$ cat config.mk
export PLATFORM = sky130hd
export DESIGN_NAME = spi_shift_master
export DESIGN_NICKNAME = d
export VERILOG_FILES = /design/src/rtl/spim_pkg.sv /design/src/rtl/spim_clkgen.sv /design/src/rtl/spim_shreg.sv /design/src/rtl/spim_seq.sv /design/src/rtl/spi_shift_master.sv
export SDC_FILE = /design/constraint.sdc
export NUM_CORES = 1
export LEC_CHECK = 0
export BUFFER_PORTS_ARGS = -buffer_cell sky130_fd_sc_hd__buf_4
export CAP_MARGIN = 20
export CELL_PAD_IN_SITES_DETAIL_PLACEMENT = 1
export CELL_PAD_IN_SITES_GLOBAL_PLACEMENT = 1
export CORE_MARGIN = 2
export CORE_UTILIZATION = 30
export DETAILED_ROUTE_END_ITERATION = 6
export GPL_ROUTABILITY_DRIVEN = 0
export PLACE_DENSITY_LB_ADDON = 0.2
export SETUP_SLACK_MARGIN = 0.2
export SLEW_MARGIN = 20
export SYNTH_ARGS = -nofsm -noshare
export SYNTH_HDL_FRONTEND = slang
export SYNTH_SLANG_ARGS = --single-unit
$ cat constraint.sdc
create_clock -name clk_i -period 2.4 [get_ports clk_i]
set_input_delay 0.48 -clock clk_i [delete_from_list [all_inputs] [get_ports clk_i]]
set_output_delay 0.48 -clock clk_i [all_outputs]
set_load 0.05 [all_outputs]
$ cat src/rtl/spim_pkg.sv
package spim_pkg;
  typedef enum logic [1:0] {
    ST_IDLE,
    ST_BITS,
    ST_HOLD
  } spim_state_e;
endpackage

$ cat src/rtl/spim_clkgen.sv
// Half-period down counter; lead half = div/2+1, trail half = div+1-div/2 cycles.
module spim_clkgen #(
  parameter int DIVW = 8
) (
  input  logic            clk_i,
  input  logic            rst_ni,
  input  logic [DIVW-1:0] div_i,
  input  logic            arm_i,
  input  logic            half_i,
  input  logic            en_i,
  output logic            tick_o
);
  logic [DIVW-1:0] cnt_q;
  logic [DIVW-1:0] dur;

  always_comb dur = half_i ? (div_i - (div_i >> 1)) : (div_i >> 1);

  always_ff @(posedge clk_i or negedge rst_ni) begin
    if (!rst_ni)                      cnt_q <= '0;
    else if (arm_i)                   cnt_q <= dur;
    else if (en_i && cnt_q != '0)     cnt_q <= cnt_q - DIVW'(1);
  end

  assign tick_o = en_i && (cnt_q == '0);
endmodule

$ cat src/rtl/spim_shreg.sv
module spim_shreg #(
  parameter int DW = 32
) (
  input  logic          clk_i,
  input  logic          rst_ni,
  input  logic          load_i,
  input  logic [DW-1:0] data_i,
  input  logic          lsb_i,
  input  logic          shift_i,
  input  logic          rx_i,
  output logic [DW-1:0] q_o,
  output logic          out_bit_o,
  output logic          first_bit_o
);
  logic [DW-1:0] q_q;

  always_ff @(posedge clk_i or negedge rst_ni) begin
    if (!rst_ni)       q_q <= '0;
    else if (load_i)   q_q <= data_i;
    else if (shift_i)  q_q <= lsb_i ? {rx_i, q_q[DW-1:1]} : {q_q[DW-2:0], rx_i};
  end

  assign q_o         = q_q;
  assign out_bit_o   = lsb_i ? q_q[0] : q_q[DW-1];
  assign first_bit_o = lsb_i ? data_i[0] : data_i[DW-1];
endmodule

$ cat src/rtl/spim_seq.sv
module spim_seq
  import spim_pkg::*;
#(
  parameter int LENW = 5
) (
  input  logic            clk_i,
  input  logic            rst_ni,
  input  logic            load_i,
  input  logic            cpha_i,
  input  logic            last_i,
  input  logic [LENW-1:0] len_i,
  input  logic            tick_i,
  input  logic            out_bit_i,
  input  logic            first_bit_i,
  output logic            writable_o,
  output logic            readable_o,
  output logic            arm_o,
  output logic            half_o,
  output logic            en_o,
  output logic            smp_o,
  output logic            start_o,
  output logic            sclk_act_o,
  output logic            cs_act_o,
  output logic            mosi_o
);
  spim_state_e     state_q;
  logic            hf_q, sclk_q, cs_q, mosi_q, rdy_q;
  logic [LENW-1:0] bcnt_q;
  logic            start, edge_now, oedge;

  assign start    = load_i && (state_q == ST_IDLE);
  assign edge_now = (state_q == ST_BITS) && tick_i;
  // leading edge samples when cpha=0, trailing edge samples when cpha=1
  assign smp_o    = edge_now && (hf_q == cpha_i);
  assign oedge    = edge_now && (hf_q != cpha_i);
  assign en_o     = (state_q != ST_IDLE);

  always_comb begin
    arm_o  = 1'b0;
    half_o = 1'b0;
    if (start) begin
      arm_o = 1'b1;
    end else if (edge_now) begin
      arm_o  = 1'b1;
      half_o = !hf_q;
    end else if (state_q == ST_BITS || state_q == ST_HOLD) begin
      arm_o = 1'b0;
    end
  end

  always_ff @(posedge clk_i or negedge rst_ni) begin
    if (!rst_ni) begin
      state_q <= ST_IDLE;
      hf_q    <= 1'b0;
      sclk_q  <= 1'b0;
      cs_q    <= 1'b0;
      mosi_q  <= 1'b0;
      rdy_q   <= 1'b0;
      bcnt_q  <= '0;
    end else begin
      rdy_q <= 1'b0;
      if (oedge) mosi_q <= out_bit_i;
      unique case (state_q)
        ST_IDLE: begin
          if (start) begin
            state_q <= ST_BITS;
            hf_q    <= 1'b0;
            bcnt_q  <= len_i;
            cs_q    <= 1'b1;
            if (!cpha_i) mosi_q <= first_bit_i;
          end
        end
        ST_BITS: begin
          if (tick_i) begin
            if (!hf_q) begin
              hf_q   <= 1'b1;
              sclk_q <= 1'b1;
            end else begin
              hf_q   <= 1'b0;
              sclk_q <= 1'b0;
              if (bcnt_q == '0) begin
                state_q <= ST_HOLD;
                rdy_q   <= 1'b1;
              end else begin
                bcnt_q <= bcnt_q - LENW'(1);
              end
            end
          end
        end
        ST_HOLD: begin
          if (tick_i) begin
            state_q <= ST_IDLE;
            if (last_i) cs_q <= 1'b0;
          end
        end
        default: state_q <= ST_IDLE;
      endcase
    end
  end

  assign writable_o = (state_q == ST_IDLE);
  assign readable_o = rdy_q;
  assign start_o    = start;
  assign sclk_act_o = sclk_q;
  assign cs_act_o   = cs_q;
  assign mosi_o     = mosi_q;
endmodule

$ cat src/rtl/spi_shift_master.sv
module spi_shift_master #(
  parameter  int DW   = 32,
  parameter  int DIVW = 8,
  parameter  int NCS  = 8,
  localparam int LENW = $clog2(DW),
  localparam int CFGW = 7 + LENW + DIVW + NCS
) (
  input  logic            clk_i,
  input  logic            rst_ni,
  input  logic            cfg_we_i,
  input  logic [CFGW-1:0] cfg_i,
  input  logic            load_i,
  input  logic [DW-1:0]   data_i,
  output logic            writable_o,
  output logic            readable_o,
  output logic [DW-1:0]   rdata_o,
  output logic            sclk_o,
  output logic            sclk_oe_o,
  output logic            mosi_o,
  output logic            mosi_oe_o,
  input  logic            mosi_i,
  input  logic            miso_i,
  output logic [NCS-1:0]  cs_o,
  output logic            cs_oe_o
);
  localparam int B_REL  = 0;
  localparam int B_LAST = 1;
  localparam int B_INV  = 2;
  localparam int B_CPOL = 3;
  localparam int B_CPHA = 4;
  localparam int B_LSB  = 5;
  localparam int B_3W   = 6;
  localparam int O_LEN  = 7;
  localparam int O_DIV  = O_LEN + LENW;
  localparam int O_SEL  = O_DIV + DIVW;
  localparam logic [CFGW-1:0] CFG_RST = CFGW'((1 << B_REL) | (1 << B_LAST));

  logic [CFGW-1:0] cfg_q;
  logic            rel, last, inv, cpol, cpha, lsb, tw;
  logic [LENW-1:0] len;
  logic [DIVW-1:0] div;
  logic [NCS-1:0]  sel;

  logic tick, arm, half, en, smp, start, sclk_act, cs_act, mosi_q;
  logic out_bit, first_bit, rx;

  always_ff @(posedge clk_i or negedge rst_ni) begin
    if (!rst_ni)                                    cfg_q <= CFG_RST;
    else if (cfg_we_i && writable_o && !load_i)     cfg_q <= cfg_i;
  end

  assign rel  = cfg_q[B_REL];
  assign last = cfg_q[B_LAST];
  assign inv  = cfg_q[B_INV];
  assign cpol = cfg_q[B_CPOL];
  assign cpha = cfg_q[B_CPHA];
  assign lsb  = cfg_q[B_LSB];
  assign tw   = cfg_q[B_3W];
  assign len  = cfg_q[O_LEN +: LENW];
  assign div  = cfg_q[O_DIV +: DIVW];
  assign sel  = cfg_q[O_SEL +: NCS];

  assign rx = tw ? mosi_i : miso_i;

  spim_clkgen #(.DIVW(DIVW)) i_clkgen (
    .clk_i  (clk_i),
    .rst_ni (rst_ni),
    .div_i  (div),
    .arm_i  (arm),
    .half_i (half),
    .en_i   (en),
    .tick_o (tick)
  );

  spim_shreg #(.DW(DW)) i_shreg (
    .clk_i       (clk_i),
    .rst_ni      (rst_ni),
    .load_i      (start),
    .data_i      (data_i),
    .lsb_i       (lsb),
    .shift_i     (smp),
    .rx_i        (rx),
    .q_o         (rdata_o),
    .out_bit_o   (out_bit),
    .first_bit_o (first_bit)
  );

  spim_seq #(.LENW(LENW)) i_seq (
    .clk_i       (clk_i),
    .rst_ni      (rst_ni),
    .load_i      (load_i),
    .cpha_i      (cpha),
    .last_i      (last),
    .len_i       (len),
    .tick_i      (tick),
    .out_bit_i   (out_bit),
    .first_bit_i (first_bit),
    .writable_o  (writable_o),
    .readable_o  (readable_o),
    .arm_o       (arm),
    .half_o      (half),
    .en_o        (en),
    .smp_o       (smp),
    .start_o     (start),
    .sclk_act_o  (sclk_act),
    .cs_act_o    (cs_act),
    .mosi_o      (mosi_q)
  );

  assign sclk_o    = sclk_act ^ cpol;
  assign sclk_oe_o = !rel;
  assign mosi_o    = mosi_q;
  // three-wire turnaround: driver off in the capture cycle
  assign mosi_oe_o = !rel && !(tw && smp);
  assign cs_oe_o   = !rel;

  for (genvar g = 0; g < NCS; g++) begin : g_cs
    assign cs_o[g] = (cs_act & sel[g]) ^ inv;
  end
endmodule

==> metrics.cfg, run 1 <==
[run_status]
outcome=finished clean

[yosys]
syn-instance-count=494
async_flop_share=1.00
synthAdderAreaFrac=0.0350
synth_top_cells_by_count=dfrtp_1 (78), nand2_1 (67), nor2_1 (51)
ys_seq_area_frac=0.445
synth.distinct_cells=49
synth_xor_area_frac=0.0311
synth-edff-count=0
synth_fp_nets=572
yosys_most_used_dff=dfrtp_1
synth_area_sq_um=4500
synthMuxAreaShare=0.128
synth_area_per_cell_sq_um=9.12
synth_top_area_frac=0.433
ys_warn_count=0
synth_compound_area_frac=0.163
synth_seq_cells=80
synth_most_common_cell=dfrtp_1
synth_top_family_by_area=compound AO/OA/AOI/OAI gates
synth_area_leader_cell=dfrtp_1
synthTopCellsByArea=dfrtp_1 (43%), mux2i_1 (7.6%), nand2_1 (5.6%)
synth-simple-area-share=0.148

[sta]
tightest_slew_ps=771
fmax_mhz=422
hold_violations=0
setup_viol=0
slew_violations=0
relSlewSlack=0.486
rsz0062_at_grt=yes
skew_ps=3.51
finalCriticalPeriod_ps=2370
post-route-period-util=0.986

[critical_path]
r2r_cells=11
cp_max_fo=2
critPathKind=reg2out
critPathLaunchType=flip-flop
crit_start=i_clkgen.cnt_q[0]
cp.arrival_ps=1890
cp.required_ps=1920
timing.rr.end=i_clkgen.cnt_q[5]
reg2reg_from=i_clkgen.cnt_q[0]
r2r_slack_ps=50
endpoint=mosi_oe_o
endpoint_kind=output pin

[cts]
path_clk_slew_ps=60
cts_sinks=80
cts_made_buffers=9
clkLatencyLatePin_ps=340
clockBufferDepth=2
htreeDepth=3
root_buffer=clkbuf_16
cts_tree=done

[floorplan]
die_w_um=127
rows=44
fp.dieH_um=127
io_pins=113
die_area_sq_um=16000
start_util=0.309
core_sq_um=14600

[cells_and_area]
final_nets=691
fillers=1694
area_growth_pct=35.1
diodes=0
layout-drive-gt1-share=0.337
finish.utilization=0.417

[global_route]
grt_pass1_vias=4015
antenna_found_initial=0
grt_pass1_wl_um=20600
gr-total-overflow=0
grt_max_degree=65
grt.total_usage=0.160

[drt]
via_per_inst=4.96
first_pass_iters=4
wl_per_cell_um=16.3
wl_met2_um=6120
m1WireLength_um=5990
vias=3974
routed-wl-met3_um=788
drc=0
first_iter_violations=190
drt-total-wl_um=13000
top_layer=met4
detail-route-antenna-nets=0

[power]
p_seq_frac=0.443
power.total_mw=3.16
power.share.clock=0.448
ir_drop_uv=367
p_int_mw=2.40
switchingPower_uw=766
p_sw_frac=0.242
p_leak_nw=2.66
comb_power_share=0.109
power_density_nw_per_um2=519

[place]
dpl.hpwl_um=9070
portBuffers=112

[flow_run]
max-cap-violations=0

[min_path]
worst_hold_path_type=in2async

-- layout by cell type (no fill, tap or decap), drive strengths merged, types with 4 or more instances in the layout --
cell type,n
nand3,8
buf,136
xnor2,13
nor3,6
a211oi,8
mux2i,34
nand2b,4
nor2,51
nand2,68
ha,11
o21ai,54
dfrtp,78
a21oi,53
clkbuf,13
inv,18
mux2,21
-- stage by stage --
| step | setup TNS, ps | cells | hold slack, ps | setup slack, ps | cell area (sq um) |
|---|---|---|---|---|---|
| 4_1_cts | 0 | 794 | 113 | 22.8 | 5930 |
| 5_1_grt | -67.6 | 802 | 126 | -45.3 | 6090 |
| 6_report | 0 | 802 | 95.9 | 33.1 | 6090 |
| 3_5_place_dp | 0 | 773 | 485 | 178 | 5560 |
| 3_3_place_gp | 0 | 773 | 474 | 283 | 5560 |
| 2_1_floorplan | 0 | 494 | 184 | 200 | 4530 |
-- worst max-delay path, cell delays in order, from the launching register on --
cell and delay, ps:
dfrtp_1 390, inv_2 80, ha_4 130, nor3b_4 190, nand2_2 80, or3_4 380, inv_2 70, a21oi_4 60
buf_6 160
-- how the worst min path moves through the flow --
stage                endpoint  slack (ps)  cells past startpoint
6_report       i_shreg.q_o[7]         100                      1
5_1_grt        i_shreg.q_o[7]         130                      1
4_1_cts        i_shreg.q_o[9]         110                      1
3_5_place_dp   i_shreg.q_o[9]         480                      1
3_3_place_gp   i_shreg.q_o[6]         470                      1
2_1_floorplan       cfg_q[10]         180                      0
-- metal layers --
| layer | GRT usage | up-vias |
|---|---|---|
| met1 | 0.211 | 1914 |
| met2 | 0.257 | 105 |
| li1 | - | 1945 |
| met5 | 0 | - |
| met3 | 0.0468 | 10 |
| met4 | 0.0427 | 0 |
-- sequential cells by signal, indices dropped and copies added, names as in the netlist --
signal            count
i_shreg.q_o          32
cfg_q                28
i_clkgen.cnt_q        8
i_seq.bcnt_q          5
i_seq.state_q         2
i_seq.cs_act_o        1
i_seq.hf_q            1
i_seq.mosi_o          1
i_seq.readable_o      1
i_seq.sclk_act_o      1
-- power groups by stage --
stage,Sequential (mW),Combinational (mW),Clock (mW)
after floorplan,1.41,0.170,0
after global placement,1.42,0.327,0
after detailed placement,1.42,0.333,0
after CTS,1.40,0.336,1.46
after global routing,1.40,0.377,1.52
final,1.40,0.346,1.42
-- cells by family after synthesis --
logic type,Yosys count
adder cells (fa/ha/maj),12
XOR/XNOR,16
AND/OR/NAND/NOR,153
buffers and inverters,47
flip-flops,80
AO/OA/AOI/OAI,131
multiplexers,55
-- cell type report --
cell class	count	area [sq um]	area share
tap	184	230	0.0378
sequential	80	2010	0.330
clock inverter	3	40.0	0.00658
clock buffer	13	260	0.0428
timing repair buffer	136	1060	0.174
multi-input combinational	368	2420	0.398
inverter	18	67.6	0.0111
-- what timing repair did --
action	4_1_cts	5_1_grt
endpoints found under the setup margin	7	29
buffers inserted	5	6
gates cloned	0	2
resized for setup	7	23
pin swaps	1	10
hold buffers	0	0
(Power assumes the default switching activity.)
==> run 2: changes to the inputs <==
- PLACE_DENSITY: unset -> 0.63
- PLACE_DENSITY_LB_ADDON: 0.2 -> unset
==> metrics.cfg, run 2 (synthesis gave the netlist of run 1 again) <==
[cts]
clockBufferDepth=2  ; unchanged
cts_sinks=80  ; unchanged
cts_tree=done
htreeDepth=3  ; unchanged
cts_made_buffers=9  ; unchanged
root_buffer=clkbuf_16
path_clk_slew_ps=60  ; about the same
clkLatencyLatePin_ps=350  ; about the same

[flow_run]
max-cap-violations=0  ; unchanged

[critical_path]
endpoint_kind=output pin
slowest_delay_ps=400  ; about the same
cp_num_buf_inv=3  ; unchanged
cp.required_ps=1920  ; about the same
critical_path.top_delay_family=simple AND/OR/NAND/NOR gates
cp_slowest_cell=dfrtp_1
cp.arrival_ps=1860  ; -30 ps
critPathLaunchType=flip-flop
critPathKind=reg2out
cp_max_fo=2  ; unchanged
crit_chain=inv_2 -> ha_4 -> nor3b_4 -> nand2_2 -> or3_4 -> inv_4 -> a21oi_4 -> buf_8

[cells_and_area]
layout.cells.non_filler=804  ; +0.25%
layout_commonest_cell=buf_4
fillers=1685  ; -0.53%
finalInstanceArea_sq_um=6100  ; +0.21%
final_nets=693  ; +0.29%
largest_reg_flops=32  ; unchanged
layout-drive-gt1-share=0.339  ; +0.00214
diodes=0  ; unchanged
final_cell_mix=buf_4 (134), dfrtp_1 (76), nand2_1 (66)
area_growth_pct=35.4

[place]
place_inst=778  ; +0.65%
dpl.hpwl_um=9490  ; +4.6%
dpl-instance-area_sq_um=5590  ; +0.45%
portBuffers=112  ; unchanged

[sta]
fmax_mhz=427  ; +1.1%
finalCriticalPeriod_ps=2340  ; -26.6 ps
slew_violations=0  ; unchanged
fin_setup_tns_ps=0  ; unchanged
skew_ps=6.16  ; +2.65 ps
hold_violations=0  ; unchanged
relSlewSlack=0.581  ; +0.0950
tightest_slew_ps=629  ; -143 ps
rsz0062_at_grt=yes
setup_viol=0  ; unchanged
post-route-period-util=0.975  ; -0.0111

[floorplan]
fp.dieH_um=127  ; unchanged
io_pins=113  ; unchanged
core_sq_um=14600  ; unchanged
die_w_um=127  ; unchanged
start_util=0.309  ; unchanged
die_area_sq_um=16000  ; unchanged
rows=44  ; unchanged

[global_route]
grt_max_degree=65  ; unchanged
grt_pass1_vias=4245  ; +5.7%
grt_pass1_wl_um=21600  ; +4.8%
gr-total-overflow=0  ; unchanged
grt.total_usage=0.168  ; +0.00799
antenna_found_initial=0  ; unchanged

[drt]
wl_per_cell_um=16.4  ; +0.83%
first_iter_violations=166  ; -13%
via_per_inst=5.03  ; +1.5%
drt-total-wl_um=13200  ; +1.1%
first_pass_iters=4  ; unchanged
vias=4044  ; +1.8%
detail-route-antenna-nets=0  ; unchanged
drc=0  ; unchanged

[power]
p_leak_nw=2.66  ; +0.13%
power_density_nw_per_um2=522  ; +0.59%
ir_drop_uv=301  ; -18%

[run_status]
outcome=finished clean

[min_path]
worst_hold_path_type=in2async

## run 2: cell count changes in the layout (fill, tap and decap cells not counted), sizes merged
cell,previous run,this run
a21oi,53,52
buf,136,139
clkbuf,13,12
clkinv,2,0
clkinvlp,0,3
## run 2: power by group
part           switching (mW)  internal (mW)
clock network           0.579          0.863
registers              0.0275           1.37
logic                   0.185          0.160
total                   0.791           2.40
## run 2: final cells by class
| cell class | instances | area [sq um] | area share |
|---|---|---|---|
| multi-input combinational | 367 | 2400 | 0.394 |
| tap | 184 | 230 | 0.0377 |
| clock inverter | 4 | 52.6 | 0.00862 |
| sequential | 80 | 2010 | 0.329 |
| timing repair buffer | 139 | 1080 | 0.177 |
| inverter | 18 | 70.1 | 0.0115 |
| clock buffer | 12 | 256 | 0.0421 |
## run 2: per-layer routing
metal  part of all wire  global-route usage  vias to the layer above
li1                   -                   -                     1952
met1               0.46               0.230                     1973
met2               0.46               0.262                      104
met3              0.060              0.0342                       15
met4              0.019              0.0640                        0
met5                  0                   0                        -
## run 2: repair_timing
item | in CTS | in global routing
buffers inserted | 7 | 3
pin swaps | 2 | 5
gates resized for setup | 7 | 26
hold buffers | 0 | 0
setup endpoints to repair | 1 | 16
## run 2: worst register-to-register path: stages (launching register included)
cell and delay, ps:
dfrtp_1 400, inv_2 90, ha_4 130, nor3b_4 200, nand2_2 80, buf_4 140
buf_4 130, buf_6 120, or3_4 340, or4_4 430, nand2_2 70, o21ai_1 60
## run 2: final timing paths
kind / slack [ps] / startpoint / endpoint / cells past startpoint
max: 60 / i_clkgen.cnt_q[0] / mosi_oe_o / 8
min: 150 / rst_ni / i_shreg.q_o[6] / 1
max in group asynchronous: 1560 / rst_ni / cfg_q[0] / 2
min reg2reg: 520 / cfg_q[27] / cfg_q[27] / 1
max reg2reg: 90 / i_clkgen.cnt_q[0] / i_clkgen.cnt_q[5] / 11
min in group clk_i: 330 / data_i[19] / i_shreg.q_o[19] / 3
## run 2: stage by stage
step / util / power [mW] / hold WS (ps) / setup WS, ps
2_1_floorplan: - / 1.58 / 184 / 200
6_report: 0.418 / 3.19 / 150 / 59.7
4_1_cts: 0.410 / 3.22 / 179 / 83.0
5_1_grt: 0.418 / 3.32 / 205 / -32.2
3_3_place_gp: 0.383 / 1.75 / 490 / 279
3_5_place_dp: 0.383 / 1.76 / 501 / 215
